[config.mk]
export PLATFORM = sky130hd
export DESIGN_NAME = cmul_stream_mul
export DESIGN_NICKNAME = d
export VERILOG_FILES = /design/src/rtl/cmul_pkg.sv /design/src/rtl/cmul_mult.sv /design/src/rtl/cmul_delay.sv /design/src/rtl/cmul_reduce.sv /design/src/rtl/cmul_stream_mul.sv
export SDC_FILE = /design/constraint.sdc
export NUM_CORES = 1
export LEC_CHECK = 0
export ABC_AREA = 1
export BUFFER_PORTS_ARGS = -buffer_cell sky130_fd_sc_hd__buf_2
export CORE_MARGIN = 8
export CORE_UTILIZATION = 35
export DETAILED_ROUTE_END_ITERATION = 8
export SLEW_MARGIN = 10
export SYNTH_ARGS = -nofsm -noshare
export SYNTH_HDL_FRONTEND = slang
export SYNTH_SLANG_ARGS = --single-unit
[constraint.sdc]
create_clock -name clk -period 12.6 [get_ports clk]
set_input_delay 2.52 -clock clk [delete_from_list [all_inputs] [get_ports clk]]
set_output_delay 2.52 -clock clk [all_outputs]
set_load 0.02 [all_outputs]
[src/rtl/cmul_pkg.sv]
package cmul_pkg;

    typedef enum logic {
        RND_FLOOR   = 1'b0,
        RND_NEAREST = 1'b1
    } rnd_mode_e;

endpackage

[src/rtl/cmul_mult.sv]
module cmul_mult #(
    parameter int AH = 8,
    parameter int BH = 8
) (
    input  logic                 clk,
    input  logic                 aresetn,
    input  logic                 launch,
    input  logic                 tie_in,
    input  logic signed [AH-1:0] ar,
    input  logic signed [AH-1:0] ai,
    input  logic signed [BH-1:0] br,
    input  logic signed [BH-1:0] bi,
    output logic                 sum_vld,
    output logic                 sum_tie,
    output logic signed [AH+BH:0] sum_re,
    output logic signed [AH+BH:0] sum_im
);

    localparam int PW = AH + BH;
    localparam int FW = PW + 1;

    typedef struct packed {
        logic                 p_vld;
        logic                 p_tie;
        logic signed [PW-1:0] rr;
        logic signed [PW-1:0] ii;
        logic signed [PW-1:0] ri;
        logic signed [PW-1:0] ir;
        logic                 s_vld;
        logic                 s_tie;
        logic signed [FW-1:0] re;
        logic signed [FW-1:0] im;
    } mult_st_t;

    mult_st_t st_d, st_q;

    always_comb begin
        st_d       = st_q;
        st_d.p_vld = launch;
        st_d.p_tie = tie_in;
        if (launch) begin
            st_d.rr = PW'(ar) * PW'(br);
            st_d.ii = PW'(ai) * PW'(bi);
            st_d.ri = PW'(ar) * PW'(bi);
            st_d.ir = PW'(ai) * PW'(br);
        end
        st_d.s_vld = st_q.p_vld;
        st_d.s_tie = st_q.p_tie;
        st_d.re    = FW'(st_q.rr) - FW'(st_q.ii);
        st_d.im    = FW'(st_q.ri) + FW'(st_q.ir);
    end

    always_ff @(posedge clk) begin
        if (!aresetn) st_q <= '0;
        else          st_q <= st_d;
    end

    assign sum_vld = st_q.s_vld;
    assign sum_tie = st_q.s_tie;
    assign sum_re  = st_q.re;
    assign sum_im  = st_q.im;

    // an accepted pair yields summed parts two edges later
    a_r3_sum_after_launch: assert property (@(posedge clk) disable iff (!aresetn)
        launch |=> ##1 sum_vld);

    // summed parts only exist for an earlier launch
    a_r3_sum_needs_launch: assert property (@(posedge clk) disable iff (!aresetn)
        sum_vld |-> $past(launch, 2));

endmodule

[src/rtl/cmul_delay.sv]
module cmul_delay #(
    parameter int W     = 35,
    parameter int DEPTH = 2
) (
    input  logic         clk,
    input  logic         aresetn,
    input  logic         in_vld,
    input  logic [W-1:0] in_dat,
    output logic         out_vld,
    output logic [W-1:0] out_dat
);

    generate
        if (DEPTH == 0) begin : g_wire
            assign out_vld = in_vld;
            assign out_dat = in_dat;
        end else begin : g_pipe
            logic [DEPTH-1:0] vld_d, vld_q;
            logic [W-1:0]     dat_d [DEPTH];
            logic [W-1:0]     dat_q [DEPTH];

            always_comb begin
                vld_d[0] = in_vld;
                dat_d[0] = in_dat;
                for (int i = 1; i < DEPTH; i++) begin
                    vld_d[i] = vld_q[i-1];
                    dat_d[i] = dat_q[i-1];
                end
            end

            always_ff @(posedge clk) begin
                if (!aresetn) begin
                    vld_q <= '0;
                    for (int i = 0; i < DEPTH; i++) dat_q[i] <= '0;
                end else begin
                    vld_q <= vld_d;
                    for (int i = 0; i < DEPTH; i++) dat_q[i] <= dat_d[i];
                end
            end

            assign out_vld = vld_q[DEPTH-1];
            assign out_dat = dat_q[DEPTH-1];
        end
    endgenerate

endmodule

[src/rtl/cmul_reduce.sv]
module cmul_reduce
    import cmul_pkg::*;
#(
    parameter int        FW   = 17,
    parameter int        OW   = 8,
    parameter rnd_mode_e MODE = RND_NEAREST
) (
    input  logic                 clk,
    input  logic                 aresetn,
    input  logic                 in_vld,
    input  logic                 in_tie,
    input  logic signed [FW-1:0] in_re,
    input  logic signed [FW-1:0] in_im,
    output logic                 out_vld,
    output logic [OW-1:0]        out_re,
    output logic [OW-1:0]        out_im
);

    localparam int SH = FW - 1 - OW;

    typedef struct packed {
        logic          vld;
        logic [OW-1:0] re;
        logic [OW-1:0] im;
    } red_st_t;

    red_st_t st_d, st_q;

    generate
        if (SH == 0) begin : g_exact
            always_comb begin
                st_d.vld = in_vld;
                st_d.re  = in_re[OW-1:0];
                st_d.im  = in_im[OW-1:0];
            end
        end else begin : g_shrink
            function automatic logic [OW-1:0] shrink(logic [FW-1:0] v, logic tie);
                logic [OW-1:0] fl;
                logic [SH-1:0] fr;
                logic          at_half;
                logic          bump;
                fl      = v[SH+OW-1:SH];
                fr      = v[SH-1:0];
                at_half = (fr == (SH'(1) << (SH - 1)));
                bump    = 1'b0;
                if (MODE == RND_NEAREST)
                    bump = (fr[SH-1] && !at_half) || (at_half && (v[FW-1] ^ !tie));
                return fl + OW'(bump);
            endfunction

            always_comb begin
                st_d.vld = in_vld;
                st_d.re  = shrink(in_re, in_tie);
                st_d.im  = shrink(in_im, in_tie);
            end

            // the kept part never moves more than one step above the floor
            a_r7_step_at_most_one: assert property (@(posedge clk) disable iff (!aresetn)
                in_vld |=> (OW'(out_re - $past(in_re[SH+OW-1:SH])) <= OW'(1)));
        end
    endgenerate

    always_ff @(posedge clk) begin
        if (!aresetn) st_q <= '0;
        else          st_q <= st_d;
    end

    assign out_vld = st_q.vld;
    assign out_re  = st_q.re;
    assign out_im  = st_q.im;

endmodule

[src/rtl/cmul_stream_mul.sv]
module cmul_stream_mul
    import cmul_pkg::*;
#(
    parameter int        A_W          = 16,
    parameter int        B_W          = 16,
    parameter int        OUT_W        = 16,
    parameter int        EXTRA_STAGES = 2,
    parameter rnd_mode_e RND_MODE     = RND_NEAREST
) (
    input  logic             clk,
    input  logic             aresetn,
    input  logic             tie_bit,
    input  logic             a_tvalid,
    output logic             a_tready,
    input  logic [A_W-1:0]   a_tdata,
    input  logic             b_tvalid,
    output logic             b_tready,
    input  logic [B_W-1:0]   b_tdata,
    output logic             p_tvalid,
    output logic [OUT_W-1:0] p_tdata
);

    localparam int AH = A_W / 2;
    localparam int BH = B_W / 2;
    localparam int OH = OUT_W / 2;
    localparam int FW = AH + BH + 1;
    localparam int DW = 2 * FW + 1;

    logic rdy_d, rdy_q;

    always_comb rdy_d = 1'b1;

    always_ff @(posedge clk) begin
        if (!aresetn) rdy_q <= 1'b0;
        else          rdy_q <= rdy_d;
    end

    assign a_tready = rdy_q;
    assign b_tready = rdy_q;

    logic launch;
    assign launch = a_tvalid && b_tvalid && rdy_q;

    logic                 sum_vld, sum_tie;
    logic signed [FW-1:0] sum_re, sum_im;

    cmul_mult #(.AH(AH), .BH(BH)) u_mult (
        .clk     (clk),
        .aresetn (aresetn),
        .launch  (launch),
        .tie_in  (tie_bit),
        .ar      (a_tdata[AH-1:0]),
        .ai      (a_tdata[A_W-1:AH]),
        .br      (b_tdata[BH-1:0]),
        .bi      (b_tdata[B_W-1:BH]),
        .sum_vld (sum_vld),
        .sum_tie (sum_tie),
        .sum_re  (sum_re),
        .sum_im  (sum_im)
    );

    logic          dly_vld;
    logic [DW-1:0] dly_dat;

    cmul_delay #(.W(DW), .DEPTH(EXTRA_STAGES)) u_delay (
        .clk     (clk),
        .aresetn (aresetn),
        .in_vld  (sum_vld),
        .in_dat  ({sum_tie, sum_re, sum_im}),
        .out_vld (dly_vld),
        .out_dat (dly_dat)
    );

    logic [OH-1:0] res_re, res_im;

    cmul_reduce #(.FW(FW), .OW(OH), .MODE(RND_MODE)) u_reduce (
        .clk     (clk),
        .aresetn (aresetn),
        .in_vld  (dly_vld),
        .in_tie  (dly_dat[DW-1]),
        .in_re   (dly_dat[DW-2:FW]),
        .in_im   (dly_dat[FW-1:0]),
        .out_vld (p_tvalid),
        .out_re  (res_re),
        .out_im  (res_im)
    );

    assign p_tdata = {res_im, res_re};

    // both inputs accept once a cycle has passed out of reset
    a_r1_ready_after_reset: assert property (@(posedge clk) disable iff (!aresetn)
        $past(aresetn) |-> (a_tready && b_tready));

    // nothing emerges in the first cycle after reset
    a_r9_quiet_after_reset: assert property (@(posedge clk) disable iff (!aresetn)
        !$past(aresetn) |-> !p_tvalid);

endmodule

# Word level (Yosys, flattened, before mapping)
# Memory sizes are Yosys's and may differ from the RTL's.
# Index checks and enable logic that the tools add are counted.
# classes
n_addsub	4
mul	4
n_eq_ne	2
muxes	4
bitwise	4
n_reduce_logical	11
# op_table
op	n
2-to-1 mux 35 bit	2
multiplier 8 x 8 -> 16 bit	4
adder 16 x 16 -> 17 bit	1
subtractor 16 x 16 -> 17 bit	1
adder 8 x 1 -> 8 bit	2
equality test 8 bit, second input constant	2
logical AND 1 bit	6
zero test 1 bit	3
logical OR 1 bit	2
2-to-1 mux 1 bit	2
bitwise OR 1 bit	2
XOR 1 bit	2
# totals
reg_bits	122
ram_bits	70
inputBits	37
out_inout_bits	19
mem_count	1
# memory_table
name	words	width	read_ports	rd_ports_with_merged_regs	write_ports	line_no	rtl
u_delay.g_pipe.dat_q	2	35	2	0	2	cmul_delay.sv:20	logic [W-1:0] dat_q [DEPTH];

# Logic depth before layout (Yosys ltp)
# An unclocked memory read counts as a cell.
# logic_depth
ltp_word	6
ltp_mapped	25
mapped_depth_nobuf	23

# By module
# A second synthesis with hierarchy kept.
# unflattened
cells_unflattened	2600
hier_area_um2	18833.1
# by_module_without_submodules
module	instances	cells_each	area_per_inst_um2
cmul_mult	1	2254	15915.3
cmul_delay	1	224	2072.0
cmul_reduce	1	117	804.5
cmul_stream_mul	1	5	41.3

# Worst setup path before layout
# OpenSTA, ideal clock, no wires.
# synth_timing
path_kind	input to register
startpoint	input b_tdata[12]
endpoint	register u_mult.st_q[67] (netlist name)
setup_ns	0.122
arrival_ns	6.232
t_required_ns	12.478
path_slack_ns	6.247
path_stages	19
cell_sequence	clkbuf_1 clkbuf_1 nand2_1 fa_1 inv_1 fa_1 inv_1 fa_1 inv_1 fa_1 ha_1 inv_1 o21bai_1 a21oi_1 nand2_1 nor2_1 nand2_1 nand2_1 a21oi_2
# synth_via
elab_chain_cells	1
# synth_lines
element	line_no	rtl
start: declaration	cmul_stream_mul.sv:18	input logic [B_W-1:0] b_tdata,
multiplier 8 x 8 -> 16 bit	cmul_mult.sv:44	st_d.ri = PW'(ar) * PW'(bi);
end signal: assignment	cmul_mult.sv:55	else st_q <= st_d;
end: declaration	cmul_mult.sv:35	mult_st_t st_d, st_q;
# Every way passes these cells.
# A chain may end at the register's enable or synchronous reset.

# Worst setup path after layout
# layout_timing
startpoint	input b_tdata[10]
endpoint	register u_mult.st_q[83] (netlist name)
# layout_via
elab_chain_cells	1
# layout_lines
element	line_no	rtl
multiplier 8 x 8 -> 16 bit	cmul_mult.sv:43	st_d.ii = PW'(ai) * PW'(bi);
# Every way passes these cells.

==> key figures <==
Flow run
  – MaxCap Viol Count: 0

Routing
  – Post-Route WL: 42600 um
  – WL per Instance: 13.3 um
  – Antenna viol nets, final: 0
  – Drc violations: 0
  – DR iter-0 viols: 840
  – DRT Pass-1 Iters: 7
  – Via density: 4.51
  – Via Count: 14500

Cells and area
  – Final Cell Area: 0.0199 mm^2
  – Multi-input logic area: 0.0115 mm^2
  – Nets@finish: 2925
  – Share of layout cells above drive strength 1: 0.0495
  – Most common cell after layout, fill and taps aside: inv_1
  – Reg area: 0.00384 mm^2
  – Synthesis-to-finish area growth: 7.61%
  – Fill cells: 5538
  – Most frequent cells in the layout: 723 x inv_1, 585 x nand2_1, 222 x fa_1, 192 x dfxtp_1, 152 x ha_1

Run status
  – Run status: complete, no violations

Power
  – P_int: 1.69 mW
  – Clock power share: 0.167
  – Comb power frac: 0.624
  – Pwr Density: 165 mW/mm^2
  – NetSw: 1.59 mW
  – Leak Pwr: 11.8 nW
  – Sequential Power Share: 0.208
  – Peak VDD IR: 0.0938 mV
  – Switching part of the total power: 0.485

Global route
  – Largest net degree at the start of global routing: 95
  – Initial antenna violation count: 2
  – Total GRT Usage: 0.147
  – Total grt overflow: 0
  – Global-route wire length before repair: 73700 um
  – Vias in the first global route: 14900

Clock network
  – Clock sink count: 192
  – Worst skew pair latency: 450 ps
  – Hold Buf Count CTS: 0
  – Postcts setup bufs: 0
  – Num CTS Buffers: 17
  – Root buffer cell: clkbuf_16
  – Clock buffer depth: 2
  – CTS tree: built
  – H-tree levels: 4
  – Clock transition at path regs: 80 ps
  – Cts repair resizes: 0

Worst setup path
  – Crit path to: u_mult.st_q[83]
  – Reg2Reg Setup Slack: 10370 ps
  – CP max stage cell: fa_1
  – Reg2Reg Capture Point: u_mult.st_q[51]
  – Crit path launch: b_tdata[10]
  – Critical Path Sink Type: register
  – CP Class: input pin to register
  – Req. time, crit path: 12950 ps
  – Worst r2r src: a_tready
  – Worst EP arrival: 6700 ps
  – Critical Path Most Common Cell: inv_1
  – Startpoint types: input pin
  – Crit-path cells: buf_2 > nand2_1 > fa_1 > inv_1 > fa_1 > inv_1 > fa_1 > inv_1 > fa_1 > ha_1 > inv_1 > o21bai_1 > nor2_1 > nand3_1 > nand3_1 > nand3_1 > nand2_1 > inv_1
  – Critical path peak fanout: 16
  – Crit path depth: 18
  – WP buf/inv: 6
  – Family with the most delay on the worst path: adder cells
  – Largest stage delay, worst path: 730 ps
  – Reg2Reg Depth: 7

Synthesis
  – Synth Cell Area: 0.0185 mm^2
  – Sequential area share after synthesis: 0.208
  – Synth unique cells: 37
  – Mean Syn Cell Area: 7.32 um^2
  – Warnings, synthesis: 0
  – Synthesized flop and latch total: 192
  – Mapped Cells: 2525
  – Syn Nets: 2936

Timing
  – Hold Violations, Final: 0
  – Final period util: 0.504
  – Unrepaired setup endpoints after global routing: no
  – Fmax achieved: 157 MHz
  – Min Clock Period, post-route: 6350 ps
  – Post-Route Setup TNS: 0 ps
  – Rel. slew slack: 0.390
  – Final Setup Violations: 0
  – Worst slew pin tran: 916 ps
  – Fin Clk Skew: 12.3 ps
  – Fin. max-slew vios: 0

Floorplan
  – # rows: 84
  – Die Width: 246 um
  – Ports: 56
  – DIE HEIGHT: 246 um
  – Die area: 0.0605 mm^2
  – Core area: 0.0524 mm^2
  – Initial Utilization: 0.353

Worst hold path
  – Hold Startpoint: u_mult.sum_im[8]
  – Worst hold-check path type: register to register

Placement
  – Hpwl dp: 34100 um
  – I/O Buffers: 55
  – Placed cell areas: 0.0193 mm^2
  – GPL Wtd Cong: 0.861
-- metrics by stage --
step	setup WS (ps)	hold slack [ps]	instances	utilization	power [mW]
after floorplan	6250	390	2525	-	2.27
after global placement	5840	394	3183	0.368	2.71
after detailed placement	5780	395	3183	0.368	2.73
after CTS	6260	406	3215	0.379	3.30
after global routing	6000	432	3216	0.379	3.65
final	6250	407	3216	0.379	3.28
-- flip-flops by register name, summed over array words and instances, names as in the netlist --
signal                flops
u_delay.g_pipe.dat_q     70
u_mult.st_q              64
u_mult.sum_im            17
u_mult.sum_re            17
u_reduce.out_im           8
u_reduce.out_re           8
u_delay.g_pipe.vld_q      2
u_mult.st_d               2
a_tready                  1
u_mult.sum_tie            1
u_mult.sum_vld            1
u_reduce.out_vld          1
-- power by group through the flow --
stage / clock, mW / sequential [mW] / combinational, mW
after CTS: 0.567 / 0.683 / 2.05
after floorplan: 0 / 0.692 / 1.58
after detailed placement: 0 / 0.697 / 2.04
final: 0.549 / 0.682 / 2.05
after global routing: 0.591 / 0.687 / 2.38
after global placement: 0 / 0.696 / 2.02
-- worst min-delay path by stage --
| stage | slack [ps] | endpoint | depth (start not counted) |
|---|---|---|---|
| finish | 410 | u_delay.g_pipe.dat_q[0][8] | 2 |
| global route | 430 | u_delay.g_pipe.vld_q[1] | 2 |
| CTS | 410 | u_delay.g_pipe.dat_q[0][8] | 2 |
| detailed placement | 400 | u_delay.g_pipe.dat_q[0][54] | 2 |
| global placement | 390 | u_delay.g_pipe.dat_q[0][3] | 2 |
| floorplan | 390 | u_delay.g_pipe.dat_q[0][0] | 2 |
-- cells in the mapped netlist (all sizes together) --
master | number | share of area
nand2 | 595 | 0.12
a31oi | 5 | 0.0017
or2 | 5 | 0.0017
and2 | 1 | 0.00034
a21o | 7 | 0.0028
ha | 152 | 0.10
o211ai | 3 | 0.0012
o21bai | 14 | 0.0057
o21a | 11 | 0.0045
clkbuf | 67 | 0.014
nor2 | 116 | 0.024
nor4 | 3 | 0.0010
fa | 222 | 0.24
inv | 727 | 0.15
xnor2 | 14 | 0.0066
a21oi | 130 | 0.037
nand4 | 12 | 0.0041
nor3 | 6 | 0.0016
buf | 22 | 0.0062
dfxtp | 192 | 0.21
o21ai | 86 | 0.024
nand3 | 104 | 0.028
nand3b | 7 | 0.0028
xor2 | 23 | 0.011
o31ai | 1 | 0.00041
-- tightest hold or removal path, delay by kind of cell (launching register included) --
kind | cells | cell delay (ps)
flops | 1 | 310
simple gates | 1 | 40
buf+inv | 1 | 40
-- per-layer routing --
metal  global-route usage  share of wire
met1                0.203           0.48
met2                0.239           0.44
met3               0.0206          0.053
met4               0.0389          0.022
met5                    0              0
-- area by class of cell --
type	count	area share
multi-input cells	1517	0.580
flip-flops and latches	192	0.193
clock buffers	17	0.0214
inverters	727	0.137
repair buffers	59	0.0155
well taps	688	0.0433
clock inverters	15	0.00937
diodes	1	0.000126
-- logic make-up after synthesis --
| family | Yosys count | synth area share |
|---|---|---|
| and+or+nand+nor | 849 | 0.186 |
| DFF | 192 | 0.208 |
| AOI/OAI and AO/OA | 257 | 0.0776 |
| xor gates and xnor gates | 37 | 0.0175 |
| adders and majority gates | 374 | 0.343 |
| buffers and inverters | 816 | 0.168 |
(Power assumes the default switching activity.)
